`src/rtl/dma_pkg.sv`:
```
package dma_pkg;

  typedef enum logic [1:0] {
    XS_IDLE  = 2'd0,
    XS_READ  = 2'd1,
    XS_WRITE = 2'd2
  } xfer_st_e;

  // register indices
  localparam int RI_STATUS = 0;
  localparam int RI_RADDR  = 1;
  localparam int RI_WADDR  = 2;
  localparam int RI_LEN    = 3;
  localparam int RI_CTRL   = 4;

  // control bit positions
  localparam int CB_BYTE  = 0;
  localparam int CB_HALF  = 1;
  localparam int CB_WORD  = 2;
  localparam int CB_GO    = 3;
  localparam int CB_IEN   = 4;
  localparam int CB_REOP  = 5;
  localparam int CB_WEOP  = 6;
  localparam int CB_LEND  = 7;
  localparam int CB_RFIX  = 8;
  localparam int CB_WFIX  = 9;
  localparam int CB_DWORD = 10;
  localparam int CB_QWORD = 11;

  localparam int SZW = 5;

  // smallest selected size wins; no size bit means one byte
  function automatic logic [SZW-1:0] pick_size(input logic [11:0] c);
    if (c[CB_BYTE])       return SZW'(1);
    else if (c[CB_HALF])  return SZW'(2);
    else if (c[CB_WORD])  return SZW'(4);
    else if (c[CB_DWORD]) return SZW'(8);
    else if (c[CB_QWORD]) return SZW'(16);
    else                  return SZW'(1);
  endfunction

endpackage

```
`src/rtl/dma_regs.sv`:
```
module dma_regs
  import dma_pkg::*;
#(
  parameter int AW = 32,
  parameter int LW = 32,
  parameter int RW = 32
) (
  input  logic           clk,
  input  logic           rst,
  input  logic           sw_we,
  input  logic [2:0]     sw_idx,
  input  logic [RW-1:0]  sw_wdata,
  output logic [RW-1:0]  sw_rdata,
  input  logic           busy,
  input  logic           step,
  input  logic           term,
  output logic           go,
  output logic           ien,
  output logic           reen,
  output logic           ween,
  output logic           leen,
  output logic           done,
  output logic           len_zero,
  output logic           len_after_zero,
  output logic [AW-1:0]  raddr,
  output logic [AW-1:0]  waddr,
  output logic [SZW-1:0] size_b,
  output logic           irq
);

  logic [RW-1:0] ctrl_q;
  logic [AW-1:0] raddr_q, waddr_q;
  logic [LW-1:0] len_q, len_after, sz_len;
  logic          done_q, irq_q;

  logic wr_status, wr_raddr, wr_len;
  assign wr_status = sw_we && (sw_idx == 3'(RI_STATUS));
  assign wr_raddr  = sw_we && (sw_idx == 3'(RI_RADDR));
  assign wr_len    = sw_we && (sw_idx == 3'(RI_LEN));

  assign size_b    = pick_size(ctrl_q[11:0]);
  assign sz_len    = LW'(size_b);
  assign len_after = (len_q > sz_len) ? (len_q - sz_len) : '0;

  always_ff @(posedge clk) begin
    if (rst) begin
      ctrl_q   <= '0;
      raddr_q  <= '0;
      waddr_q  <= '0;
      len_q    <= '0;
      done_q   <= 1'b0;
      irq_q    <= 1'b0;
      sw_rdata <= '0;
    end else begin
      if (step) begin
        if (!ctrl_q[CB_RFIX]) raddr_q <= raddr_q + AW'(size_b);
        if (!ctrl_q[CB_WFIX]) waddr_q <= waddr_q + AW'(size_b);
        len_q <= len_after;
      end
      // software writes take priority over the engine's update
      if (sw_we) begin
        case (sw_idx)
          3'(RI_STATUS): done_q  <= 1'b0;
          3'(RI_RADDR):  raddr_q <= AW'(sw_wdata);
          3'(RI_WADDR):  waddr_q <= AW'(sw_wdata);
          3'(RI_LEN):    len_q   <= LW'(sw_wdata);
          3'(RI_CTRL):   ctrl_q  <= sw_wdata;
          default: ;
        endcase
      end
      if (term) done_q <= 1'b1;
      irq_q <= ctrl_q[CB_IEN] & done_q;
      case (sw_idx)
        3'(RI_STATUS): sw_rdata <= RW'({busy, done_q});
        3'(RI_RADDR):  sw_rdata <= RW'(raddr_q);
        3'(RI_WADDR):  sw_rdata <= RW'(waddr_q);
        3'(RI_LEN):    sw_rdata <= RW'(len_q);
        3'(RI_CTRL):   sw_rdata <= ctrl_q;
        default:       sw_rdata <= '0;
      endcase
    end
  end

  assign go             = ctrl_q[CB_GO];
  assign ien            = ctrl_q[CB_IEN];
  assign reen           = ctrl_q[CB_REOP];
  assign ween           = ctrl_q[CB_WEOP];
  assign leen           = ctrl_q[CB_LEND];
  assign done           = done_q;
  assign len_zero       = (len_q == '0);
  assign len_after_zero = (len_after == '0);
  assign raddr          = raddr_q;
  assign waddr          = waddr_q;
  assign irq            = irq_q;

  p_rfix_hold_r4: assert property (@(posedge clk) disable iff (rst)
    step && ctrl_q[CB_RFIX] && !wr_raddr |=> $stable(raddr_q));

  p_len_shrinks_r3: assert property (@(posedge clk) disable iff (rst)
    step && !wr_len |=> len_q < $past(len_q));

  p_done_sticky_r10: assert property (@(posedge clk) disable iff (rst)
    done_q && !wr_status |=> done_q);

  p_irq_drops_r10: assert property (@(posedge clk) disable iff (rst)
    $fell(done_q) |=> !irq_q);

endmodule

```
`src/rtl/dma_xfer.sv`:
```
module dma_xfer
  import dma_pkg::*;
#(
  parameter int DW = 128,
  localparam int BEW = DW / 8,
  localparam int OB = $clog2(BEW)
) (
  input  logic           clk,
  input  logic           rst,
  input  logic           go,
  input  logic           done,
  input  logic           len_zero,
  input  logic           len_after_zero,
  input  logic           reen,
  input  logic           ween,
  input  logic           leen,
  input  logic [SZW-1:0] size_b,
  input  logic [OB-1:0]  wofs,
  output logic           rd_valid,
  input  logic           rd_ready,
  input  logic [DW-1:0]  rd_data,
  input  logic           rd_eop,
  output logic           wr_valid,
  output logic [DW-1:0]  wr_data,
  output logic [BEW-1:0] wr_be,
  input  logic           wr_ready,
  input  logic           wr_eop,
  output logic           step,
  output logic           term,
  output logic           busy
);

  xfer_st_e        st_q;
  logic [DW-1:0]   buf_q;
  logic            eop_q;
  logic            start;
  logic [2*BEW-1:0] mask;

  assign start = (st_q == XS_IDLE) && go && !len_zero && !done;

  always_ff @(posedge clk) begin
    if (rst) begin
      st_q  <= XS_IDLE;
      buf_q <= '0;
      eop_q <= 1'b0;
    end else begin
      case (st_q)
        XS_IDLE:  if (start) st_q <= XS_READ;
        XS_READ:  if (rd_ready) begin
                    buf_q <= rd_data;
                    eop_q <= rd_eop;
                    st_q  <= XS_WRITE;
                  end
        XS_WRITE: if (wr_ready) st_q <= XS_IDLE;
        default:  st_q <= XS_IDLE;
      endcase
    end
  end

  assign rd_valid = (st_q == XS_READ);
  assign wr_valid = (st_q == XS_WRITE);
  assign wr_data  = buf_q;
  assign busy     = (st_q != XS_IDLE);
  assign step     = wr_valid && wr_ready;
  assign term     = step && ((leen && len_after_zero) || (reen && eop_q) || (ween && wr_eop));

  assign mask  = ((2*BEW)'(1) << size_b) - (2*BEW)'(1);
  assign wr_be = BEW'(mask << wofs);

  p_go_gate_r2: assert property (@(posedge clk) disable iff (rst)
    $rose(rd_valid) |-> $past(go && !len_zero && !done));

  p_one_phase_r11: assert property (@(posedge clk) disable iff (rst)
    !(rd_valid && wr_valid));

  p_wr_hold_r11: assert property (@(posedge clk) disable iff (rst)
    wr_valid && !wr_ready |=> wr_valid && $stable(wr_data));

  p_term_stops_r6: assert property (@(posedge clk) disable iff (rst)
    term |=> !busy);

endmodule

```
`src/rtl/dma_engine.sv`:
```
module dma_engine
  import dma_pkg::*;
#(
  parameter int AW = 32,
  parameter int LW = 32,
  parameter int RW = 32,
  parameter int DW = 128,
  localparam int BEW = DW / 8,
  localparam int OB = $clog2(BEW)
) (
  input  logic           clk,
  input  logic           rst,
  input  logic           reg_we,
  input  logic [2:0]     reg_idx,
  input  logic [RW-1:0]  reg_wdata,
  output logic [RW-1:0]  reg_rdata,
  output logic           rd_valid,
  output logic [AW-1:0]  rd_addr,
  input  logic           rd_ready,
  input  logic [DW-1:0]  rd_data,
  input  logic           rd_eop,
  output logic           wr_valid,
  output logic [AW-1:0]  wr_addr,
  output logic [DW-1:0]  wr_data,
  output logic [BEW-1:0] wr_be,
  input  logic           wr_ready,
  input  logic           wr_eop,
  output logic           irq
);

  logic go, ien, reen, ween, leen, done, len_zero, len_after_zero;
  logic step, term, busy;
  logic [SZW-1:0] size_b;
  logic [AW-1:0]  raddr, waddr;

  dma_regs #(.AW(AW), .LW(LW), .RW(RW)) u_regs (
    .clk(clk), .rst(rst),
    .sw_we(reg_we), .sw_idx(reg_idx), .sw_wdata(reg_wdata), .sw_rdata(reg_rdata),
    .busy(busy), .step(step), .term(term),
    .go(go), .ien(ien), .reen(reen), .ween(ween), .leen(leen), .done(done),
    .len_zero(len_zero), .len_after_zero(len_after_zero),
    .raddr(raddr), .waddr(waddr), .size_b(size_b), .irq(irq)
  );

  dma_xfer #(.DW(DW)) u_xfer (
    .clk(clk), .rst(rst),
    .go(go), .done(done), .len_zero(len_zero), .len_after_zero(len_after_zero),
    .reen(reen), .ween(ween), .leen(leen), .size_b(size_b), .wofs(waddr[OB-1:0]),
    .rd_valid(rd_valid), .rd_ready(rd_ready), .rd_data(rd_data), .rd_eop(rd_eop),
    .wr_valid(wr_valid), .wr_data(wr_data), .wr_be(wr_be),
    .wr_ready(wr_ready), .wr_eop(wr_eop),
    .step(step), .term(term), .busy(busy)
  );

  assign rd_addr = raddr;
  assign wr_addr = waddr;

  p_irq_needs_en_r10: assert property (@(posedge clk) disable iff (rst)
    irq |-> $past(ien));

endmodule

```
`config.mk`:
```
export PLATFORM = sky130hd
export DESIGN_NAME = dma_engine
export DESIGN_NICKNAME = d
export VERILOG_FILES = /design/src/rtl/dma_pkg.sv /design/src/rtl/dma_regs.sv /design/src/rtl/dma_xfer.sv /design/src/rtl/dma_engine.sv
export SDC_FILE = /design/constraint.sdc
export NUM_CORES = 1
export LEC_CHECK = 0
export BUFFER_PORTS_ARGS = -buffer_cell sky130_fd_sc_hd__clkbuf_2
export CORE_MARGIN = 1
export CORE_UTILIZATION = 52
export CTS_CLUSTER_DIAMETER = 150
export DETAILED_ROUTE_END_ITERATION = 8
export GPL_TIMING_DRIVEN = 0
export PLACE_DENSITY = 0.81
export RECOVER_POWER = 25
export SKIP_LAST_GASP = 1
export SLEW_MARGIN = 20
export SYNTH_ARGS = -nofsm -noshare
export SYNTH_HDL_FRONTEND = slang
export SYNTH_SLANG_ARGS = --single-unit
```
`constraint.sdc`:
```
create_clock -name clk -period 8.5 [get_ports clk]
set_input_delay 0.85 -clock clk [delete_from_list [all_inputs] [get_ports clk]]
set_output_delay 0.85 -clock clk [all_outputs]
set_load 0.005 [all_outputs]
```
==> results of run 1 <==
[layout make-up]
cell class | count | area, sq um
antenna | 3 | 7.51
buffer | 139 | 543
clock buffer | 48 | 930
clock inverter | 4 | 51.3
fill | 2379 | 8940
inverter | 23 | 86.3
multi-input combinational | 1324 | 7230
sequential | 293 | 5870
tap | 335 | 419
timing repair buffer | 408 | 1910
[state kept, by name (all words and copies together), names as in the netlist]
signal,cells
u_regs.done,1
u_xfer.wr_data,128
u_regs.len_q,32
u_regs.ctrl_q,32
u_xfer.eop_q,1
u_regs.raddr,32
u_regs.sw_rdata,32
u_regs.irq,1
u_xfer.st_q,2
u_regs.waddr,32
[layer usage]
| layer | vias up | track usage |
|---|---|---|
| li1 | 7109 | - |
| met1 | 7354 | 0.551 |
| met2 | 973 | 0.647 |
| met3 | 149 | 0.0979 |
| met4 | 2 | 0.185 |
| met5 | - | 0 |
[cells by family after synthesis]
| group | count (synthesis) | share of synthesized area |
|---|---|---|
| AND/OR/NAND/NOR | 744 | 0.239 |
| AO/OA/AOI/OAI | 487 | 0.219 |
| flip-flops | 293 | 0.428 |
| buffers and inverters | 162 | 0.0459 |
| XOR/XNOR | 64 | 0.0409 |
| adder cells (fa/ha/maj) | 19 | 0.0190 |
| multiplexers | 9 | 0.00775 |
| other | 1 | 0.000273 |
[critical path: stages (launching register included)]
cell and delay, ns:
dfxtp_1 0.31, clkbuf_1 0.42, nor2_1 0.19, a21o_1 0.30
inv_1 0.09, ha_1 0.25, nand3_1 0.25, nor2_1 0.21
a21oi_1 0.05, mux2_2 0.30, o21ai_0 0.21, nand2_1 0.09
o31ai_1 0.10, clkbuf_2 0.16
[cells in the mapped netlist, types with 8 or more instances]
library cell    n
nand2_1       396
dfxtp_1       293
a21oi_1       228
nor2_1        148
clkbuf_1      130
a22oi_1        62
a211oi_1       53
nor3_1         53
o21ai_0        45
xnor2_1        35
xor2_1         29
nand3_1        28
a311oi_1       25
inv_1          23
and3_1         18
ha_1           16
o21ai_1        16
or3_1          14
nor4_1         13
a221oi_1       11
nand4_1        11
nor2b_1        10
a21o_1          8
nand2b_1        8
nand3b_1        8
[worst max-delay path by stage]
stage                                         startpoint                           to  slack [ns]  depth (start not counted)
after global routing      u_regs.ctrl_q[10]$_SDFFE_PP0P_                    wr_be[14]        3.96                         13
after global placement    u_regs.ctrl_q[10]$_SDFFE_PP0P_     u_regs.done$_SDFFE_PP0P_        4.28                         14
after floorplan              u_regs.len_q[27]$_SDFF_PP0_  u_regs.len_q[25]$_SDFF_PP0_        5.31                         11
final                     u_regs.ctrl_q[10]$_SDFFE_PP0P_                    wr_be[14]        4.15                         13
after CTS                 u_regs.ctrl_q[10]$_SDFFE_PP0P_                    wr_be[14]        4.24                         13
after detailed placement  u_regs.ctrl_q[10]$_SDFFE_PP0P_     u_regs.done$_SDFFE_PP0P_        4.34                         14
[cell usage in the layout, fill, tap and decap left out, types with 13 or more instances in the layout]
| master | count |
|---|---|
| nand2_1 | 396 |
| clkbuf_2 | 306 |
| dfxtp_1 | 293 |
| clkbuf_1 | 239 |
| a21oi_1 | 228 |
| nor2_1 | 148 |
| a22oi_1 | 62 |
| nor3_1 | 53 |
| a211oi_1 | 52 |
| o21ai_0 | 45 |
| xnor2_1 | 35 |
| clkbuf_16 | 31 |
| xor2_1 | 29 |
| nand3_1 | 28 |
| a311oi_1 | 25 |
| inv_1 | 23 |
| and3_1 | 18 |
| o21ai_1 | 16 |
| ha_1 | 16 |
| or3_1 | 14 |
| nor4_1 | 13 |
[report_power, final]
group | leakage [nW] | switching (mW) | total (mW) | internal [mW]
clock network | 0.479 | 0.563 | 1.33 | 0.771
registers | 2.37 | 0.0319 | 1.43 | 1.40
logic | 3.53 | 0.249 | 0.385 | 0.135
total | 6.38 | 0.845 | 3.15 | 2.30
[metrics by stage]
| stage | total power, mW | instance area (sq um) |
|---|---|---|
| finish | 3.15 | 17000 |
| global route | 3.22 | 17000 |
| CTS | 3.13 | 17200 |
| detailed placement | 1.83 | 16200 |
| global placement | 1.83 | 16200 |
| floorplan | 1.66 | 13700 |
==> impl_metrics.json, run 1 <==
{
  "status": "complete, no violations",
  "fin_setup_tns_ns": 0,
  "cts_setup_buffers": 0,
  "std_cell_rows": 59,
  "wl_met1_microns": 22200,
  "synth.top_cell.area_share": 0.428,
  "hpwl_microns": 45900,
  "drt_first_pass_iters": 6,
  "startpoint_type": "flip-flop",
  "max-clock-path-buffers": 3,
  "synthArstFlopShare": 0,
  "synth_ff_type": "dfxtp_1",
  "rr_startpoint": "u_regs.ctrl_q[10]$_SDFFE_PP0P_",
  "drt_iter0_drc": 1798,
  "initial_core_util": 0.528,
  "wl_per_cell_microns": 22.7,
  "hold_path_end": "u_xfer.wr_data[27]$_SDFFE_PP0P_",
  "report.final.slew_viol_count": 0,
  "gp_congestion": 1.03,
  "wl_met3_microns": 7360,
  "final_hold_viol_count": 0,
  "grt-ovfl-total": 0,
  "wl_met2_microns": 26400,
  "dr.max_layer_used": "met5",
  "cp.arrival_ns": 3.50,
  "worstPathRequired_ns": 7.65,
  "timing.hold.ws_ns": 0.453,
  "synth-seq-cells": 293,
  "syn_avg_cell_area_sq_um": 7.71,
  "die_area_sq_um": 27000,
  "finClkSkew_ns": 0.00816,
  "fin_ws_ns": 4.15,
  "fin_util": 0.656,
  "critPathCaptureType": "output pin",
  "wirelength_microns": 58600,
  "fmax_mhz": 230,
  "port-buffer-count": 408,
  "cts_tree": "done",
  "worstMarginPinSlew_ns": 1.02,
  "drcViolationCount": 0,
  "via_per_inst": 6.05,
  "hp-start": "u_xfer.wr_data[27]$_SDFFE_PP0P_",
  "root_buffer": "clkbuf_16",
  "rsz0062_at_grt": "no",
  "grt_pass1_wl_microns": 84300,
  "cp_max_fo": 9,
  "r2r_setup_slack_ns": 4.23,
  "synthTopCellsByArea": "dfxtp_1 43%, nand2_1 11%, a21oi_1 8.3%",
  "path_clk_slew_ns": 0.06,
  "fin_crit_ns": 4.35,
  "yosys.area.top_type": "dfxtp_1",
  "ir_drop_mv": 0.148,
  "r2r-end": "u_regs.done$_SDFFE_PP0P_",
  "dp_slack_ns": 4.34,
  "synth_edf_count": 0,
  "cts_resized": 0,
  "clkLatencyLatePin_ns": 0.56,
  "io-pin-count": 413,
  "antenna_found_initial": 4,
  "synth-seq-area-share": 0.428,
  "fp.dieW_microns": 164,
  "cts_hold_buf": 0,
  "place_inst": 2522,
  "drive_gt1_frac": 0.167,
  "worstSetupPathType": "reg -> out",
  "core_sq_um": 26000,
  "synth_nets": 1968,
  "leakagePower_nw": 6.38,
  "power.density_nw_per_um2": 185,
  "grt_pass1_vias": 13974,
  "antenna_left": 0,
  "hold_path_class": "reg -> reg",
  "setup_viol": 0,
  "htreeDepth": 1,
  "die_h_microns": 164,
  "hold_depth": 2,
  "syn_area_sq_um": 13700,
  "final_cells": 2577,
  "min_period_over_period": 0.512,
  "yosysWarnings": 0,
  "grtUsageTotal": 0.417,
  "grt_max_degree": 15,
  "syn_to_final_growth_pct": 24.3,
  "relSlewSlack": 0.315,
  "r2r_cells": 14,
  "clkSinkCount": 293,
  "max_cap_viol_count": 0,
  "synthCells": 1779,
  "cts_buffers": 30,
  "yosysUniqueCellTypes": 70,
  "nets": 2408,
  "num_vias": 15587
}
Note: power is estimated with default switching activity, not from simulation.
==> inputs of run 2 (changes only) <==
--- a/config.mk
+++ b/config.mk
@@ -7,11 +7,11 @@
 export LEC_CHECK = 0
 export BUFFER_PORTS_ARGS = -buffer_cell sky130_fd_sc_hd__clkbuf_2
 export CORE_MARGIN = 1
-export CORE_UTILIZATION = 52
+export CORE_UTILIZATION = 47
 export CTS_CLUSTER_DIAMETER = 150
 export DETAILED_ROUTE_END_ITERATION = 8
 export GPL_TIMING_DRIVEN = 0
-export PLACE_DENSITY = 0.81
+export PLACE_DENSITY = 0.77
 export RECOVER_POWER = 25
 export SKIP_LAST_GASP = 1
 export SLEW_MARGIN = 20
==> constraint.sdc (replaced) <==
create_clock -name clk -period 3.56 [get_ports clk]
set_input_delay 0.356 -clock clk [delete_from_list [all_inputs] [get_ports clk]]
set_output_delay 0.356 -clock clk [all_outputs]
set_load 0.005 [all_outputs]
==> run 2 against run 1 <==
- cell area rose by 2.3%
- clock power rose to 2.6 times the previous value
- highest routed layer is now met4
- sequential cell count did not move
- total power rose to 2.5 times the previous value
- setup slack got worse by 4.1 ns
- non-clock buffer count rose by 6
- clock skew rose by 0.011 ns
- critical path type is now reg -> reg
- critical endpoint is now u_regs.done$_SDFFE_PP0P_
==> impl_metrics.json, run 2 (synthesis results as in run 1) <==
{
  "final_hold_viol_count": 0,
  "largest_reg_flops": 128,
  "relSlewSlack": 0.455,
  "grt_pass1_wl_microns": 85800,
  "critPathBufInv": 0,
  "r2r_setup_slack_ns": 0.06,
  "power.density_nw_per_um2": 453,
  "initial_core_util": 0.478,
  "max_cap_viol_count": 0,
  "syn_to_final_growth_pct": 27.2,
  "critPathTopFamily": "simple AND/OR/NAND/NOR gates",
  "fin_util": 0.608,
  "fin_setup_tns_ns": 0,
  "startpoint_type": "flip-flop",
  "hold_depth": 3,
  "r2r_cells": 12,
  "dr.max_layer_used": "met4",
  "drive_gt1_frac": 0.194,
  "drcViolationCount": 0,
  "report.final.slew_viol_count": 0,
  "die_h_microns": 173,
  "fp.dieW_microns": 173,
  "rsz0062_at_grt": "yes",
  "clkLatencyLatePin_ns": 0.52,
  "ir_drop_mv": 0.365,
  "finClkSkew_ns": 0.0195,
  "hp-start": "rd_data[115]",
  "std_cell_rows": 62,
  "wl_met3_microns": 6600,
  "htreeDepth": 2,
  "seqCellArea_sq_um": 5870,
  "hold_path_end": "u_xfer.wr_data[115]$_SDFFE_PP0P_",
  "n_fill_cell": 2736,
  "via_per_inst": 5.95,
  "hpwl_microns": 45100,
  "grt_pass1_vias": 14475,
  "design_area_sq_um": 17400,
  "grt-ovfl-total": 0,
  "multi_input_area_sq_um": 7340,
  "leakagePower_nw": 6.60,
  "die_area_sq_um": 29900,
  "cp_max_fo": 9,
  "path_clk_slew_ns": 0.06,
  "final_cell_mix": "394 x nand2_1, 327 x clkbuf_2, 286 x dfxtp_1, 228 x a21oi_1, 215 x clkbuf_1",
  "wl_met2_microns": 26300,
  "final_cells": 2637,
  "wl_per_cell_microns": 22.0,
  "final_common_cell": "nand2_1",
  "critPathCaptureType": "flip-flop",
  "worstSetupPathType": "reg -> reg",
  "root_buffer": "clkbuf_16",
  "grt_max_degree": 13,
  "worstPathRequired_ns": 4.01,
  "power.total_mw": 7.90,
  "cts_buffers": 34,
  "hold_path_class": "in -> reg",
  "r2r-end": "u_regs.done$_SDFFE_PP0P_",
  "rr_startpoint": "u_regs.ctrl_q[10]$_SDFFE_PP0P_",
  "num_vias": 15700,
  "antenna_left": 0,
  "place_inst": 2571,
  "setup_viol": 0,
  "place_area_sq_um": 16200,
  "grtUsageTotal": 0.374,
  "io-pin-count": 413,
  "status": "complete, no violations",
  "port-buffer-count": 408,
  "slowest_stage": "or4_1",
  "min_period_over_period": 0.984,
  "drt_first_pass_iters": 6,
  "wl_met1_microns": 22300,
  "clkSinkCount": 293,
  "max-clock-path-buffers": 3,
  "cp_cell_sequence": "nor2_1, a21o_1, ha_1, fa_1, nand2b_1, a21oi_1, xor2_1, or4_1, nor4_2, nand3_1, o41ai_4, a31o_1",
  "gp_congestion": 0.984,
  "cp_slowest_stage_delay_ns": 0.60,
  "antenna_found_initial": 1,
  "nets": 2418,
  "wirelength_microns": 58000,
  "cts_tree": "done",
  "drt_iter0_drc": 2084,
  "cp.arrival_ns": 3.96,
  "worstMarginPinSlew_ns": 0.818,
  "fmax_mhz": 285,
  "core_sq_um": 28700,
  "fin_crit_ns": 3.50
}
[run 2: cell count changes in the layout (fill, tap and decap cells not counted), sizes merged]
cell,delta
buf,+10
inv,+1
bufinv,+1
clkinvlp,-1
clkinv,+1
diode,-1
[run 2: worst max-delay path by stage]
stage | start | to | slack, ns | cells after the start
after detailed placement | u_regs.ctrl_q[10]$_SDFFE_PP0P_ | u_regs.done$_SDFFE_PP0P_ | -0.62 | 14
after CTS | u_regs.ctrl_q[2]$_SDFFE_PP0P_ | u_regs.done$_SDFFE_PP0P_ | -0.04 | 11
after floorplan | u_regs.len_q[27]$_SDFF_PP0_ | u_regs.len_q[25]$_SDFF_PP0_ | 0.37 | 11
final | u_regs.ctrl_q[10]$_SDFFE_PP0P_ | u_regs.done$_SDFFE_PP0P_ | 0.06 | 12
after global routing | u_regs.ctrl_q[10]$_SDFFE_PP0P_ | u_regs.done$_SDFFE_PP0P_ | -0.04 | 12
after global placement | u_regs.ctrl_q[10]$_SDFFE_PP0P_ | u_regs.done$_SDFFE_PP0P_ | -0.67 | 14
[run 2: routing by layer]
layer	global-route usage	vias up
met5	0	-
met4	0.170	0
met3	0.0836	161
met2	0.595	1016
met1	0.483	7401
li1	-	7122
[run 2: layout make-up]
type,count,share of cell area
diodes,2,0.000287
clock buffers,52,0.0584
plain buffers,135,0.0309
inverters,23,0.00495
flip-flops and latches,293,0.337
multi-input cells,1324,0.421
clock inverters,6,0.00480
repair buffers,418,0.116
well taps,384,0.0275
[run 2: report_power, final]
part	switching, mW	total (mW)	internal (mW)
registers	0.0805	3.42	3.34
clock network	1.41	3.52	2.11
logic	0.606	0.955	0.349
[run 2: timing repair]
| action | CTS | global route |
|---|---|---|
| hold buffers | 0 | 0 |
| pin swaps | 1 | 2 |
| endpoints found under the setup margin | 32 | 39 |
| gates resized for setup | 7 | 34 |
| buffers inserted | 4 | 6 |
[run 2: metrics by stage]
| step | hold slack (ns) | setup slack (ns) |
|---|---|---|
| finish | 0.0536 | 0.0566 |
| floorplan | 0.437 | 0.374 |
| detailed placement | 0.446 | -0.624 |
| global route | 0.0506 | -0.0414 |
| CTS | 0.0420 | -0.0439 |
| global placement | 0.442 | -0.671 |
[run 2: worst register-to-register path, stage by stage, from the launching register on]
cell	delay (ns)
dfxtp_2	0.44
nor2_1	0.12
a21o_1	0.25
ha_1	0.25
fa_1	0.42
nand2b_1	0.20
a21oi_1	0.21
xor2_1	0.11
or4_1	0.60
nor4_2	0.17
nand3_1	0.15
o41ai_4	0.33
a31o_1	0.19
